[config.mk]
export PLATFORM = sky130hd
export DESIGN_NAME = dram_err_log
export DESIGN_NICKNAME = d
export VERILOG_FILES = /design/src/rtl/dram_err_pkg.sv /design/src/rtl/dram_err_status.sv /design/src/rtl/dram_err_capture.sv /design/src/rtl/dram_err_log.sv
export SDC_FILE = /design/constraint.sdc
export NUM_CORES = 1
export LEC_CHECK = 0
export BUFFER_PORTS_ARGS = -buffer_cell sky130_fd_sc_hd__buf_2
export CORE_ASPECT_RATIO = 1.75
export CORE_MARGIN = 5
export CORE_UTILIZATION = 44
export DETAILED_ROUTE_END_ITERATION = 10
export GPL_TIMING_DRIVEN = 1
export HOLD_SLACK_MARGIN = 0.12
export PLACE_DENSITY = 0.86
export SYNTH_ARGS = -nofsm -noshare
export SYNTH_HDL_FRONTEND = slang
export SYNTH_SLANG_ARGS = --single-unit
export TNS_END_PERCENT = 30
[constraint.sdc]
create_clock -name clk -period 1.8 [get_ports clk]
set_input_delay 0.27 -clock clk [delete_from_list [all_inputs] [get_ports clk]]
set_output_delay 0.27 -clock clk [all_outputs]
set_load 0.02 [all_outputs]
[src/rtl/dram_err_pkg.sv]
`timescale 1ns/1ps
package dram_err_pkg;
  localparam int ADDR_W   = 33;
  localparam int SYN_W    = 8;
  localparam int STAT_W   = 16;
  localparam int DATA_W   = 32;
  localparam int SEL_W    = 3;
  localparam int LINE_LSB = 7;
  localparam int LINE_W   = ADDR_W - LINE_LSB;
  localparam logic [STAT_W-1:0] ERR_MASK = 16'h0B03;
  localparam int B_CE  = 0;
  localparam int B_UE  = 1;
  localparam int B_RTO = 8;
  localparam int B_LCK = 9;
  localparam int B_THM = 11;

  typedef enum logic [SEL_W-1:0] {
    SEL_STAT = 3'd0,
    SEL_CMD  = 3'd1,
    SEL_PTR  = 3'd2,
    SEL_XPTR = 3'd3,
    SEL_SYN  = 3'd4
  } reg_sel_e;
endpackage

[src/rtl/dram_err_status.sv]
`timescale 1ns/1ps
module dram_err_status
  import dram_err_pkg::*;
(
  input  logic              clk,
  input  logic              rst_n,
  input  logic [STAT_W-1:0] evt_vec,
  input  logic              clr_we,
  input  logic [STAT_W-1:0] clr_data,
  input  logic              cmd_we,
  input  logic [STAT_W-1:0] cmd_data,
  output logic [STAT_W-1:0] status_q,
  output logic [STAT_W-1:0] cmd_q,
  output logic              serr_o
);
  logic [STAT_W-1:0] status_d;
  logic [STAT_W-1:0] clr_mask;
  logic              status_en;

  // Next state: clear requested ones, then let new events win.
  always_comb begin
    clr_mask  = clr_we ? clr_data : '0;
    status_d  = ((status_q & ~clr_mask) | evt_vec) & ERR_MASK;
    status_en = clr_we | (|evt_vec);
  end

  always_ff @(posedge clk or negedge rst_n) begin
    if (!rst_n) begin
      status_q <= '0;
    end else if (status_en) begin
      status_q <= status_d;
    end
  end

  always_ff @(posedge clk or negedge rst_n) begin
    if (!rst_n) begin
      cmd_q <= '0;
    end else if (cmd_we) begin
      cmd_q <= cmd_data & ERR_MASK;
    end
  end

  assign serr_o = |(status_q & cmd_q);

  p_resv_zero_r2: assert property (@(posedge clk) disable iff (!rst_n)
    (status_q & ~ERR_MASK) == '0);
  p_w1c_r3: assert property (@(posedge clk) disable iff (!rst_n)
    clr_we && clr_data[B_CE] && !evt_vec[B_CE] |=> !status_q[B_CE]);
  p_hold_r3: assert property (@(posedge clk) disable iff (!rst_n)
    !clr_we && (evt_vec == '0) |=> $stable(status_q));
  p_evt_wins_r9: assert property (@(posedge clk) disable iff (!rst_n)
    evt_vec[B_CE] |=> status_q[B_CE]);
  p_serr_r8: assert property (@(posedge clk) disable iff (!rst_n)
    status_q[B_THM] && cmd_q[B_THM] |-> serr_o);
  p_cmd_resv_r7: assert property (@(posedge clk) disable iff (!rst_n)
    (cmd_q & ~ERR_MASK) == '0);
endmodule

[src/rtl/dram_err_capture.sv]
`timescale 1ns/1ps
module dram_err_capture
  import dram_err_pkg::*;
(
  input  logic              clk,
  input  logic              rst_n,
  input  logic              ce_evt,
  input  logic              ue_evt,
  input  logic              ce_held,
  input  logic              ue_held,
  input  logic [ADDR_W-1:0] addr,
  input  logic              chan,
  input  logic [SYN_W-1:0]  syn,
  output logic [DATA_W-1:0] ptr_o,
  output logic              xbit_o,
  output logic [SYN_W-1:0]  syn_q
);
  logic [LINE_W-1:0] line_q;
  logic              chan_q;
  logic              take_ue;
  logic              take_ce;
  logic              take;

  // Uncorrectable replaces correctable; nothing replaces held UE details.
  always_comb begin
    take_ue = ue_evt && !ue_held;
    take_ce = ce_evt && !ce_held && !ue_held && !ue_evt;
    take    = take_ue | take_ce;
  end

  always_ff @(posedge clk or negedge rst_n) begin
    if (!rst_n) begin
      line_q <= '0;
      chan_q <= 1'b0;
      syn_q  <= '0;
    end else if (take) begin
      line_q <= addr[ADDR_W-1:LINE_LSB];
      chan_q <= chan;
      syn_q  <= syn;
    end
  end

  assign ptr_o  = {line_q[LINE_W-2:0], {(LINE_LSB-1){1'b0}}, chan_q};
  assign xbit_o = line_q[LINE_W-1];

  p_ue_take_r5: assert property (@(posedge clk) disable iff (!rst_n)
    ue_evt && !ue_held |=> syn_q == $past(syn));
  p_ue_keep_r6: assert property (@(posedge clk) disable iff (!rst_n)
    ue_held |=> $stable(syn_q) && $stable(ptr_o));
  p_ce_keep_r6: assert property (@(posedge clk) disable iff (!rst_n)
    ce_held && !ue_evt |=> $stable(ptr_o));
  p_ptr_resv_r4: assert property (@(posedge clk) disable iff (!rst_n)
    ptr_o[LINE_LSB-1:1] == '0);
endmodule

[src/rtl/dram_err_log.sv]
`timescale 1ns/1ps
module dram_err_log
  import dram_err_pkg::*;
(
  input  logic              clk,
  input  logic              rst_n,
  input  logic              ce_evt_i,
  input  logic              ue_evt_i,
  input  logic [32:0]       evt_addr_i,
  input  logic              evt_chan_i,
  input  logic [7:0]        evt_syn_i,
  input  logic              rto_evt_i,
  input  logic              lck_evt_i,
  input  logic              thm_evt_i,
  input  logic [2:0]        reg_sel_i,
  input  logic              reg_we_i,
  input  logic [31:0]       reg_wdata_i,
  output logic [31:0]       reg_rdata_o,
  output logic              serr_o
);
  logic [STAT_W-1:0] evt_vec;
  logic [STAT_W-1:0] status_q;
  logic [STAT_W-1:0] cmd_q;
  logic [DATA_W-1:0] ptr;
  logic              xbit;
  logic [SYN_W-1:0]  syn_q;
  logic              clr_we;
  logic              cmd_we;
  logic              unused_bits;
  reg_sel_e          sel;

  assign sel = reg_sel_e'(reg_sel_i);

  always_comb begin
    evt_vec        = '0;
    evt_vec[B_CE]  = ce_evt_i;
    evt_vec[B_UE]  = ue_evt_i;
    evt_vec[B_RTO] = rto_evt_i;
    evt_vec[B_LCK] = lck_evt_i;
    evt_vec[B_THM] = thm_evt_i;
  end

  assign clr_we      = reg_we_i && (sel == SEL_STAT);
  assign cmd_we      = reg_we_i && (sel == SEL_CMD);
  assign unused_bits = ^{reg_wdata_i[DATA_W-1:STAT_W], evt_addr_i[LINE_LSB-1:0]};

  dram_err_status u_status (
    .clk      (clk),
    .rst_n    (rst_n),
    .evt_vec  (evt_vec),
    .clr_we   (clr_we),
    .clr_data (reg_wdata_i[STAT_W-1:0]),
    .cmd_we   (cmd_we),
    .cmd_data (reg_wdata_i[STAT_W-1:0]),
    .status_q (status_q),
    .cmd_q    (cmd_q),
    .serr_o   (serr_o)
  );

  dram_err_capture u_capture (
    .clk     (clk),
    .rst_n   (rst_n),
    .ce_evt  (ce_evt_i),
    .ue_evt  (ue_evt_i),
    .ce_held (status_q[B_CE]),
    .ue_held (status_q[B_UE]),
    .addr    (evt_addr_i),
    .chan    (evt_chan_i),
    .syn     (evt_syn_i),
    .ptr_o   (ptr),
    .xbit_o  (xbit),
    .syn_q   (syn_q)
  );

  always_comb begin
    case (sel)
      SEL_STAT: reg_rdata_o = {{(DATA_W-STAT_W){1'b0}}, status_q};
      SEL_CMD:  reg_rdata_o = {{(DATA_W-STAT_W){1'b0}}, cmd_q};
      SEL_PTR:  reg_rdata_o = ptr;
      SEL_XPTR: reg_rdata_o = {{(DATA_W-1){1'b0}}, xbit};
      SEL_SYN:  reg_rdata_o = {{(DATA_W-SYN_W){1'b0}}, syn_q};
      default:  reg_rdata_o = '0;
    endcase
  end

  p_serr_low_r8: assert property (@(posedge clk) disable iff (!rst_n)
    (status_q == '0) |-> !serr_o);
  p_ro_ptr_r10: assert property (@(posedge clk) disable iff (!rst_n)
    reg_we_i && (sel == SEL_PTR) && !ce_evt_i && !ue_evt_i |=> $stable(ptr));
endmodule

==> metrics <==
DIE AREA=approximately 6500 sq um; Max Buffers Root-to-Sink=2; Rows=33; setup TNS=0 ns; First-pass DRT Iterations=4; final setup vio count=0; Clock Sinks=45; die extent in x=63.0 um; First DRT Iteration DRCs=24; status=finished clean; CP Data Required Time=about 1.5 ns; critical path peak fanout=3; Routed Antenna Nets=0; TritonCTS clock tree=yes; Hold Path Class=in2reg; Remaining DRCs=0; hold_sp=rto_evt_i; Internal=0.00186 W; clock skew=around 0.0074 ns; peak supply drop=approximately 0.77 mV; Via density=about 5.1; Root Buffer=clkbuf_8; ANT cells=0; routability-driven placement congestion ratio=approximately 0.76; most frequent cells after synthesis=45 x dfrtp_1, 36 x mux2_2, 26 x and2_1; RSZ-0062 raised after global routing=false; leakage power=~1.3 nW; Starting Density=0.455; Data arrival, critical path=between 1 and 1.5 ns; Post-CTS Setup Bufs=0; Top FF cell, synth=dfrtp_1; H-tree levels=2; area leader, netlist=dfrtp_1; Gate power share=0.217; FMAX=0.601 GHz; ranking of synthesized cells by area=dfrtp_1 52%, mux2_2 19%, and2_1 7.5%; Clk pwr share=0.236; GRT Total Usage=0.152; register area share after synthesis=0.521; Ys Warns=0; Setup crit start=u_status.cmd_q[0]; Mapped Avg Cell Area=~13 sq um; cell with the most instances after synthesis=dfrtp_1; startpoint types=flip-flop; Post-synth EDFFs=0; Fin. Hold Viols=0; net switching power=between 0.0006 and 0.0007 W; hold_ws=0.154 ns; Synth Cell Area=between 2000 and 2500 sq um; Die H=103 um; placed cell count=just under 300; global-route wire length before repair=around 7700 um; Area Overhead vs Synth=25.1%; Final Net Count=roughly 340; Reg power frac=0.547; PortBufs=83; share of post-route cells with drive strength above 1=0.563; fin crit share=0.925; Sw Ratio=0.268; I/O pin count=~120; largest net degree at the start of global routing=46; initial antenna violation count=0; minimum clock period=1.67 ns; synthesized flop and latch total=45; Final Non-Filler Cells=304; CTS Buf Count=5; top cell type's share of synthesized area=0.521; DP HPWL=approximately 3600 um; Synth Instances=166; critical path capture point type=output pin; vias after detailed routing=1553; power per standard cell area=~940 nW/um^2; max-slew violations=0; Syn Nets=between 200 and 300; Netlist cell types=30; Post-synth ARST share=1.00; worst r2r src=u_status.status_q[0]; worst-skew pair later-pin latency=about 0.3 ns; GRT overflow=0; maxcap violations=0; total power=between 0.002 and 0.003 W; CORE AREA=between 4000 and 5000 sq um; Post-Route WL=4800 um; vias in the first global route=roughly 1600; Routed WL per cell=roughly 16 um; critical path class=reg2out; Rel. slew slack=0.614; Worst Max-Slew Pin Slew=between 0.5 and 0.6 ns; Clock transition at path regs=0.07 ns
==> worst max-delay path, cell delays in order, from the launching register on <==
cell	delay, ns
dfrtp_1	0.41
mux2_2	0.26
a21oi_1	0.15
o22ai_1	0.11
buf_2	0.17
==> metal layers <==
metal	up-vias	wire [um]	GRT usage
li1	739	-	-
met1	753	1850	0.170
met2	50	2600	0.274
met3	11	215	0.0284
met4	0	138	0.0801
met5	-	0	0
==> power by group through the flow <==
stage | Sequential (W) | Combinational [W] | Clock (W)
2_1_floorplan | 0.00136 | 0.000408 | 0
4_1_cts | 0.00139 | 0.000560 | 0.000632
6_report | 0.00139 | 0.000550 | 0.000599
3_5_place_dp | 0.00141 | 0.000556 | 0
3_3_place_gp | 0.00139 | 0.000536 | 0
5_1_grt | 0.00142 | 0.000612 | 0.000652
==> path summary, 6_finish.rpt <==
check                                             to  slack, ns  cells past startpoint
min in group asynchronous       u_capture.line_q[15]       0.60                      3
worst min-delay path            u_status.status_q[8]       0.15                      2
worst min register to register  u_capture.line_q[20]       0.50                      1
max in group asynchronous         u_capture.syn_q[5]       0.79                      3
worst max-delay path                  reg_rdata_o[0]       0.13                      4
worst max register to register    u_capture.syn_q[0]       0.33                      4
==> kinds of logic after synthesis <==
family,synth area share
buf+inv,0.0348
mux,0.241
compound gates,0.0550
simple gates,0.148
flops,0.521
==> sequential cells by signal (all words and copies together) (netlist names) <==
signal and cells:
u_status.cmd_q 5, u_status.status_q 5, u_capture.line_q 26, u_capture.syn_q 8, u_capture.chan_q 1
==> layout make-up <==
cell class	instances	area (sq um)
Inverter	1	3.75
Fill cell	425	2050
Sequential cell	45	1130
Timing Repair Buffer	87	463
Clock inverter	2	10.0
Tap cell	52	65.1
Clock buffer	6	72.6
Multi-Input combinational cell	111	961
==> per-stage QoR <==
step | util | worst slack (ns) | instance area (sq um)
detailed placement | 0.548 | 0.0934 | 2600
global placement | 0.548 | 0.109 | 2600
global route | 0.569 | 0.0470 | 2700
CTS | 0.568 | 0.0884 | 2700
floorplan | - | 0.391 | 2160
finish | 0.569 | 0.135 | 2700
==> cell usage in the layout (no fill, tap or decap), drive strengths merged, types with 2 or more instances in the layout <==
cell    synthesis  routed
a21o            4       4
a21oi           5       5
a22oi           3       3
and2           26      26
buf             6      85
clkbuf          3       7
clkinv          0       2
dfrtp          45      45
mux2           41      41
mux2i           4       4
nand2           8       8
nor2            3       3
nor2b           4       4
or2             3       3
==> what timing repair did <==
action | 4_1_cts | 5_1_grt
resized for setup | 0 | 2
hold buffers | 1 | 0
endpoints found under the hold margin | 45 | 0
endpoints found under the setup margin | 0 | 21
(Power assumes the default switching activity.)
